`config.mk`:
```
export PLATFORM = sky130hd
export DESIGN_NAME = i2cm_top
export DESIGN_NICKNAME = d
export VERILOG_FILES = /design/src/rtl/i2cm_pkg.sv /design/src/rtl/i2cm_clkdiv.sv /design/src/rtl/i2cm_pec.sv /design/src/rtl/i2cm_top.sv
export SDC_FILE = /design/constraint.sdc
export NUM_CORES = 1
export LEC_CHECK = 0
export BUFFER_PORTS_ARGS = -buffer_cell sky130_fd_sc_hd__buf_2
export CORE_UTILIZATION = 40
export DETAILED_ROUTE_END_ITERATION = 7
export GPL_TIMING_DRIVEN = 1
export SKIP_CTS_REPAIR_TIMING = 1
export SLEW_MARGIN = 20
export SYNTH_ARGS = -nofsm -noshare
export SYNTH_HDL_FRONTEND = slang
export SYNTH_HIERARCHICAL = 1
export SYNTH_SLANG_ARGS = --single-unit
```
`constraint.sdc`:
```
create_clock -name clk -period 3.4 [get_ports clk]
set_clock_uncertainty 0.15 [all_clocks]
set_input_delay 0.17 -clock clk [delete_from_list [all_inputs] [get_ports clk]]
set_output_delay 0.17 -clock clk [all_outputs]
set_load 0.03 [all_outputs]
```
`src/rtl/i2cm_pkg.sv`:
```
package i2cm_pkg;

    localparam int BYTE_BITS = 8;
    localparam logic [7:0] CRC_POLY = 8'h07;

    typedef enum logic [1:0] {
        ST_IDLE,
        ST_START,
        ST_BIT,
        ST_STOP
    } bus_st_e;

    // Role of the byte currently on the wire
    typedef struct packed {
        logic rx;    // data bits come from the target
        logic last;  // receive: answer with NACK
    } byte_ctx_t;

    function automatic logic [7:0] crc8_step(input logic [7:0] crc, input logic [7:0] din);
        logic [7:0] r;
        r = crc ^ din;
        for (int i = 0; i < BYTE_BITS; i++) begin
            r = r[7] ? ((r << 1) ^ CRC_POLY) : (r << 1);
        end
        return r;
    endfunction

endpackage

```
`src/rtl/i2cm_clkdiv.sv`:
```
module i2cm_clkdiv #(
    parameter int DIV_W = 8
) (
    input  logic             clk,
    input  logic             rst,
    input  logic             run,
    input  logic [DIV_W-1:0] div,
    output logic             tick
);
    logic [DIV_W-1:0] cnt;

    always_ff @(posedge clk) begin
        if (rst || !run) begin
            cnt <= '0;
        end else if (cnt == div) begin
            cnt <= '0;
        end else begin
            cnt <= cnt + 1'b1;
        end
    end

    assign tick = run && (cnt == div);
endmodule

```
`src/rtl/i2cm_pec.sv`:
```
module i2cm_pec (
    input  logic       clk,
    input  logic       rst,
    input  logic       clr,
    input  logic       upd,
    input  logic       chk,
    input  logic [7:0] din,
    output logic       crc_err
);
    import i2cm_pkg::*;

    logic [7:0] crc_q;
    logic [7:0] crc_nx;

    assign crc_nx = crc8_step(crc_q, din);

    always_ff @(posedge clk) begin
        if (rst || clr) begin
            crc_q <= '0;
        end else if (upd) begin
            crc_q <= crc_nx;
        end
    end

    // Deliberately outside reset: the flag survives it
    always_ff @(posedge clk) begin
        if (chk) begin
            crc_err <= (crc_nx != 8'h00);
        end
    end
endmodule

```
`src/rtl/i2cm_top.sv`:
```
module i2cm_top #(
    parameter int DIV_W = 8
) (
    input  logic             clk,
    input  logic             rst,
    input  logic             ctl_wr,
    input  logic             ctl_en,
    input  logic             ctl_dir,
    input  logic [6:0]       ctl_addr,
    input  logic [DIV_W-1:0] clk_div,
    input  logic [7:0]       tx_data,
    input  logic             last_byte,
    input  logic             pec_en,
    input  logic             scl_in,
    input  logic             sda_in,
    output logic             scl_lo,
    output logic             sda_lo,
    output logic             master_en,
    output logic             dir_q,
    output logic             byte_done,
    output logic [7:0]       rx_data,
    output logic             ack_rcvd,
    output logic             nak_flag,
    output logic             arb_lost,
    output logic             crc_err
);
    import i2cm_pkg::*;

    localparam logic [3:0] ACK_IDX = 4'(BYTE_BITS);

    bus_st_e    st;
    logic [1:0] ph;
    logic [3:0] bi;
    logic [7:0] sh;
    logic [7:0] rsh;
    logic [7:0] byte_q;
    logic [6:0] addr_q;
    logic       ack_seen;
    byte_ctx_t  ctx;

    logic tick, own_one, arb_hit, start_go, byte_end, pec_chk;

    i2cm_clkdiv #(.DIV_W(DIV_W)) u_div (
        .clk (clk),
        .rst (rst),
        .run (st != ST_IDLE),
        .div (clk_div),
        .tick(tick)
    );

    assign start_go = ctl_wr && ctl_en && (st == ST_IDLE);
    assign byte_end = tick && (st == ST_BIT) && (ph == 2'd3) && (bi == ACK_IDX);
    assign pec_chk  = byte_end && ctx.rx && ctx.last && pec_en;

    i2cm_pec u_pec (
        .clk    (clk),
        .rst    (rst),
        .clr    (start_go),
        .upd    (byte_end),
        .chk    (pec_chk),
        .din    (ctx.rx ? rsh : byte_q),
        .crc_err(crc_err)
    );

    // Line drives follow the state and phase registers
    always_comb begin
        scl_lo  = 1'b0;
        sda_lo  = 1'b0;
        own_one = 1'b0;
        case (st)
            ST_START: begin
                sda_lo = (ph != 2'd0);
                scl_lo = (ph == 2'd3);
            end
            ST_BIT: begin
                scl_lo = !ph[1];
                if (bi < ACK_IDX) begin
                    sda_lo  = !ctx.rx && !sh[7];
                    own_one = !ctx.rx && sh[7];
                end else begin
                    sda_lo  = ctx.rx && !ctx.last;
                    own_one = ctx.rx && ctx.last;
                end
            end
            ST_STOP: begin
                scl_lo = (ph == 2'd0);
                sda_lo = !ph[1];
            end
            default: ;
        endcase
    end

    assign arb_hit = own_one && !scl_lo && scl_in && !sda_in;

    always_ff @(posedge clk) begin
        if (rst) begin
            st        <= ST_IDLE;
            ph        <= '0;
            bi        <= '0;
            sh        <= '0;
            rsh       <= '0;
            byte_q    <= '0;
            addr_q    <= '0;
            ack_seen  <= 1'b0;
            ctx       <= '0;
            master_en <= 1'b0;
            dir_q     <= 1'b0;
            byte_done <= 1'b0;
            rx_data   <= '0;
            ack_rcvd  <= 1'b0;
            nak_flag  <= 1'b0;
            arb_lost  <= 1'b0;
        end else begin
            byte_done <= 1'b0;
            if (ctl_wr && !ctl_en) begin
                master_en <= 1'b0;
            end else if (start_go) begin
                master_en <= 1'b1;
                dir_q     <= ctl_dir;
                addr_q    <= ctl_addr;
                nak_flag  <= 1'b0;
                arb_lost  <= 1'b0;
                st        <= ST_START;
                ph        <= '0;
            end

            if (arb_hit) begin
                arb_lost  <= 1'b1;
                master_en <= 1'b0;
                st        <= ST_IDLE;
                ph        <= '0;
            end else if (tick) begin
                ph <= ph + 1'b1;
                case (st)
                    ST_START: begin
                        if (ph == 2'd3) begin
                            st     <= ST_BIT;
                            bi     <= '0;
                            sh     <= {addr_q, dir_q};
                            byte_q <= {addr_q, dir_q};
                            ctx    <= '{rx: 1'b0, last: 1'b0};
                        end
                    end
                    ST_BIT: begin
                        if (ph == 2'd2) begin
                            if (bi < ACK_IDX) rsh <= {rsh[6:0], sda_in};
                            else              ack_seen <= !sda_in;
                        end
                        if (ph == 2'd3) begin
                            if (bi < ACK_IDX) begin
                                bi <= bi + 1'b1;
                                sh <= sh << 1;
                            end else begin
                                byte_done <= 1'b1;
                                rx_data   <= rsh;
                                ack_rcvd  <= ack_seen;
                                if (!ctx.rx && !ack_seen) begin
                                    nak_flag  <= 1'b1;
                                    master_en <= 1'b0;
                                    st        <= ST_STOP;
                                end else if (ctx.rx && ctx.last) begin
                                    master_en <= 1'b0;
                                    st        <= ST_STOP;
                                end else if (!master_en) begin
                                    st <= ST_STOP;
                                end else begin
                                    bi     <= '0;
                                    sh     <= tx_data;
                                    byte_q <= tx_data;
                                    ctx    <= '{rx: dir_q, last: last_byte};
                                end
                            end
                        end
                    end
                    ST_STOP: begin
                        if (ph == 2'd3) st <= ST_IDLE;
                    end
                    default: ;
                endcase
            end
        end
    end
endmodule

```
==> impl_results.md, run 1 <==
- Status: finished, final reports clean
- Synthesized area per cell: 9.225 um^2
- Vias/cell: between 5 and 6
- Starting Density: 0.4194
- FF-to-FF setup slack: 0.34 ns
- CP max FO: 19
- Period utilization: 0.9004
- Req. time, crit path: 3.49 ns
- VDD IR max: 0.1630 mV
- Die Area: roughly 0.010 mm^2
- Initial antenna violation count: 0
- Largest net degree at the start of global routing: 54
- Finished Cell Area: 0.004572 mm^2
- Post-synth top area share: 0.3668
- Area grow syn2layout: 16.33%
- Combinational fraction of design power: 0.061
- Number of inserted diodes: 0
- Slew @ Worst Pin: ~0.75 ns
- FF-to-FF Start: bi[3]
- Final setup margin: 0.3386 ns
- PD cells: 339.8 mW/mm^2
- Sequential fraction of the synthesis area: 0.3744
- Synthesized net count: 470
- WS Path Type: reg -> reg
- P_int: 0.001182 W
- Top cells by area, synth: dfxtp_1 (37%), mux2i_1 (8.9%), nand2_1 (4.4%)
- Cell Area, Synth: 0.003930 mm^2
- First-pass GRT wire length: 14700 um
- Arr. time, crit path: 3.15 ns
- Max Fclk: 0.3266 GHz
- DP Wirelength: between 6000 and 7000 um
- Port-buffer cells: 48
- Top_reg_cell synth: dfxtp_1
- Remaining DRCs: 0
- WL final: 8684 um
- Die W: slightly above 100 um
- Final Wtd Congestion: 0.7898
- Async set-reset flop share out of synthesis: 0
- Post-Synth XOR/XNOR Area: 0.1063
- Critical Path Start Type: flip-flop
- Clock slew at reported path FFs: 0.07 ns
- NumNets Final: 526
- Layout cells sized above 1: 0.1934
- Adder-Cell Fraction of Synth Area: 0.03820
- Top Ports: 49
- Root Buffer Master: clkbuf_8
- Clock power share: 0.380
- Clk_lat worst skew: 0.35 ns
- YS warnings: 6
- Simple-gate share of the synthesized area: 0.1697
- Mux share of post-synthesis cell area: 0.1121
- CTS tree: yes
- Total negative slack: 0 ns
- Post-route ant nets: 0
- Place WS: around 0.53 ns
- Sw power: about 0.00037 W
- Share of power burned in registers: 0.560
- Post-synthesis compound-gate area fraction: 0.1589
- FF-to-FF End: master_en
- Average wire per standard cell: 14.12 um
- Pleak: 1.816 nW
- Core ar.: approximately 0.0094 mm^2
- Vias in the first global route: approximately 3000
- Post-synth EDFFs: 1
- Row cnt: 35
- RSZ-0062 raised after global routing: no
- Grt total ovfl: 0
- Fin crit period: 3.061 ns
- Worst-case reg-to-reg path depth: 5
- #FFs+latches synth: 73
- CTS max path bufs: 2
- Syn Inst Count: 426
- Hold depth: 3
- Worst Hold End: byte_q[3]
- Area leader, netlist: dfxtp_1
- Final Hold Fails: 0
- Main combinational cell family by area after synthesis: simple AND/OR/NAND/NOR gates
- Fin Hold WS: 0.03269 ns
- Hold Path Class: in -> reg
- Crit. End Element: flip-flop
- Rel. slew slack: 0.4979
- Height of the die: slightly above 100 um
- H-tree Lvls: 3
- Global Route Usage Sum: 0.1866
- Min-delay src: tx_data[3]
- Final Slew Violations: 0
- DR pass1 iterations: 4
- Cts bufs inserted: 9
- Placed cell area: 0.004289 mm^2
- Maxcap violations: 0
- Synth unique cells: 60
- Final setup fails: 0
- Initial DRC count: 83
- Detailed-route via count: 3155
- Switching part of the total: 0.2394
- Clock Sinks: 73
critical path: stages, from the launching register on:
cell and delay [ns]:
dfxtp_1 0.55, or3b_1 0.46, a211o_1 0.41, o21ai_0 0.61, a2111oi_0 0.16, dlygate4sd3_1 0.60
cell families after synthesis:
kind of cell             Yosys count
XOR/XNOR                          34
flip-flops                        73
adder cells (fa/ha/maj)           12
AND/OR/NAND/NOR                  136
multiplexers                      43
AO/OA/AOI/OAI                     90
buffers and inverters             38
through the flow:
stage          total power (W)    util  instances
3_3_place_gp         0.0009714  0.4577        588
5_1_grt               0.001629  0.4879        615
6_report              0.001553  0.4879        615
4_1_cts               0.001569  0.4750        603
3_5_place_dp         0.0009728  0.4577        588
2_1_floorplan        0.0009347       -        426
layout make-up:
cell class / instances / area [um^2]
Clock inverter: 3 / 17.52
Clock buffer: 12 / 145.1
Multi-Input combinational cell: 315 / 2300
Inverter: 15 / 56.30
Timing Repair Buffer: 68 / 420.4
Sequential cell: 73 / 1471
Tap cell: 129 / 161.4
Fill cell: 924 / 4800
Yosys cell counts (all sizes together) (12+ instances only):
cell	number
nand2	47
clkbuf	15
ha	12
a211oi	16
mux2i	35
o21ai	13
dfxtp	72
inv	15
nor2	42
xor2	18
a21oi	32
cells in the final DEF (no fill, tap or decap), drive strengths merged, types with 2 or more instances in the layout:
master and count:
nor3b 2, clkinv 2, xor2 18, buf 56
or4 3, o31ai 3, and3 2, a221oi 3
a211oi 16, or3 8, nor4 3, ha 12
dlygate4sd3 12, nand3 9, o211ai 10, xor3 2
clkbuf 12, or2 3, o21ai 13, mux2 8
dfxtp 72, a21oi 32, nand2 47, nor2b 3
xnor3 4, nor2 42, nand2b 4, inv 15
nand4 2, mux2i 35, nor3 4, xnor2 10
layer usage:
metal	wire length, um	GRT usage	up-vias
met5	0	0	-
met4	97	0.05017	0
met3	318	0.04646	11
met2	3892	0.2920	52
met1	4376	0.2562	1474
li1	-	-	1618
worst max-delay path by stage:
stage	slack, ns	to	from
floorplan	0.43	u_pec/crc_q[7]	u_div/cnt[6]
global placement	0.67	u_pec/crc_q[5]	u_div/cnt[4]
detailed placement	0.53	u_pec/crc_q[5]	u_div/cnt[4]
CTS	0.50	u_pec/crc_q[5]	u_div/cnt[4]
global route	0.20	master_en	bi[3]
finish	0.34	master_en	bi[3]
sequential cells by signal, summed over array words and instances, names as in the netlist, 2 cells and up:
name,flops
addr_q,7
bi,4
byte_q,8
ctx,2
ph,2
rsh,8
rx_data,8
sh,8
st,2
u_div/cnt,8
u_pec/crc_q,8
power groups by stage:
stage          sequential [W]  clock, W  combinational (W)
4_1_cts              0.000869  0.000616          0.0000837
3_3_place_gp         0.000889         0          0.0000824
3_5_place_dp         0.000889         0          0.0000835
5_1_grt              0.000870  0.000654           0.000105
6_report             0.000870  0.000590          0.0000943
2_1_floorplan        0.000890         0          0.0000443
Power figures use the tool's default switching activity.
==> run 2: changes to the inputs <==
- PLACE_DENSITY: unset -> 0.66
- clock period: 3.4 -> 2.85 ns (I/O delays scaled with it)
==> run 2 against run 1 <==
  * Core utilization up 0.88 points
  * Cell area up 1.8%
  * Power up 29%
  * Largest cell class unchanged
==> impl_results.md, run 2 (synthesized netlist as in run 1, its figures left out) <==
- Status: finished, final reports clean
- Grt total ovfl: 0 (unchanged)
- Most frequent CP cell: xor2_1
- Layout cells sized above 1: 0.2057 (+0.01229)
- Final Hold Fails: 0 (unchanged)
- Fill count: 913 (-1.2%)
- Largest net degree at the start of global routing: 34 (-37%)
- Top Ports: 49 (unchanged)
- CTS tree: yes
- Pleak: 1.857 nW (+2.2%)
- Arr. time, crit path: 2.68 ns (-0.47 ns)
- CP max stage delay: 0.69 ns (+0.08 ns)
- Vias/cell: 5.113 (-0.33%)
- Slew @ Worst Pin: 0.5798 ns (-0.1723 ns)
- Period utilization: 0.9109 (+0.01047)
- Clock slew at reported path FFs: 0.08 ns (about the same)
- Fin crit period: 2.596 ns (-0.4654 ns)
- GR Util met3: 0.03467 (-0.01179)
- Total negative slack: 0 ns (unchanged)
- Hold depth: 3 (unchanged)
- Place WS: 0.2575 ns (-0.2742 ns)
- Crit. End Element: flip-flop
- Port-buffer cells: 48 (unchanged)
- Die Area: 0.01023 mm^2 (unchanged)
- Detailed-route via count: 3170 (+0.48%)
- Initial antenna violation count: 0 (unchanged)
- FF-to-FF setup slack: 0.25 ns (-0.08 ns)
- Global Route Usage Sum: 0.1797 (-0.006876)
- Remaining DRCs: 0 (unchanged)
- Cell family with most CP delay: XOR/XNOR gates
- Area grow syn2layout: 18.43%
- CP max FO: 17 (-2)
- Buffers & Inverters on Critical Path: 0 (-1)
- Max Fclk: 0.3852 GHz (+18%)
- Most used routing layer: met2
- Post-route ant nets: 0 (unchanged)
- Number of inserted diodes: 0 (unchanged)
- DR pass1 iterations: 5 (+1)
- Most frequent cells in the layout: dfxtp_1 (72), buf_2 (48), nand2_1 (46)
- WL final: 8620 um (-0.74%)
- H-tree Lvls: 3 (unchanged)
- RSZ-0062 raised after global routing: no
- Grt met1 use: 0.2458 (-0.01043)
- Starting Density: 0.4194 (unchanged)
- CTS max path bufs: 2 (unchanged)
- Root Buffer Master: clkbuf_8
- Worst-case reg-to-reg path depth: 7 (+2)
- Vias in the first global route: 3016 (+0.63%)
- Critical Path Start Type: flip-flop
- DP Wirelength: 6365 um (+1.3%)
- NumNets Final: 530 (+0.76%)
- Die W: 101.1 um (unchanged)
- Maxcap violations: 0 (unchanged)
- WS Path Type: reg -> reg
- CP max stage cell: dfxtp_1
- VDD IR max: 0.2329 mV (+43%)
- Height of the die: 101.1 um (unchanged)
- Final setup fails: 0 (unchanged)
- Hold Path Class: in -> reg
- Initial DRC count: 112 (+35%)
- PD cells: 431.5 mW/mm^2 (+27%)
- Final setup margin: 0.2540 ns (-0.08460 ns)
- CP Depth: 7 (+2)
- Final Wtd Congestion: 0.8499 (+7.6%)
- Core ar.: 0.009371 mm^2 (unchanged)
- Clk_lat worst skew: 0.34 ns (about the same)
- Rel. slew slack: 0.6130 (+0.1150)
- GR Util met2: 0.2810 (-0.01099)
- Most common cell after layout, fill and taps aside: dfxtp_1
- Req. time, crit path: 2.94 ns (-0.55 ns)
- CP cell instances: mux2_2 > xnor2_2 > xor2_1 > xor2_1 > ha_1 > mux2i_1 > nor2_1
- Final Slew Violations: 0 (unchanged)
- Average wire per standard cell: 13.90 um (-1.5%)
- Clock Sinks: 73 (unchanged)
- Cts bufs inserted: 9 (unchanged)
- Row cnt: 35 (unchanged)
- First-pass GRT wire length: 14470 um (-1.6%)
## run 2: per-stage QoR
step                std cells    util  area [um^2]  total power [W]  hold WS, ns
floorplan                 426       -         3933         0.001115       0.1050
global route              620  0.4967         4654         0.002091      0.01459
detailed placement        592  0.4609         4319         0.001160       0.2391
CTS                       608  0.4838         4534         0.002020      -0.1406
global placement          592  0.4609         4319         0.001158       0.2164
finish                    620  0.4967         4654         0.002008     0.007007
## run 2: worst paths after layout
path | endpoint | from
max | u_pec/crc_q[1] | ctx[1]
min | byte_q[4] | tx_data[4]
max reg2reg | u_pec/crc_q[1] | ctx[1]
min reg2reg | sh[6] | sh[6]
## run 2: area by class of cell
class	count	area, um^2	area share
multi-input cells	315	2300	0.4941
flip-flops and latches	73	1471	0.3161
repair buffers	72	450.4	0.09677
clock buffers	12	165.2	0.03548
well taps	129	161.4	0.03468
inverters	15	56.30	0.01210
clock inverters	4	50.05	0.01075
## run 2: power by group
| part | total [W] | switching [W] | internal (W) |
|---|---|---|---|
| registers | 0.00104 | 0.00000789 | 0.00103 |
| logic | 0.000112 | 0.0000639 | 0.0000479 |
| clock network | 0.000859 | 0.000385 | 0.000475 |
| total | 0.00201 | 0.000457 | 0.00155 |
## run 2: worst register-to-register path, delay by kind of cell (launching register included)
| family | cells | cell delay, ns |
|---|---|---|
| muxes | 2 | 0.56 |
| and+or+nand+nor | 1 | 0.05 |
| xor gates and xnor gates | 3 | 0.78 |
| DFF | 1 | 0.69 |
| adders and majority gates | 1 | 0.27 |
## run 2: per-layer routing
metal / share of wire / wire (um)
met5: 0 / 0
met4: 0.011 / 93
met3: 0.053 / 455
met2: 0.46 / 3946
met1: 0.48 / 4124
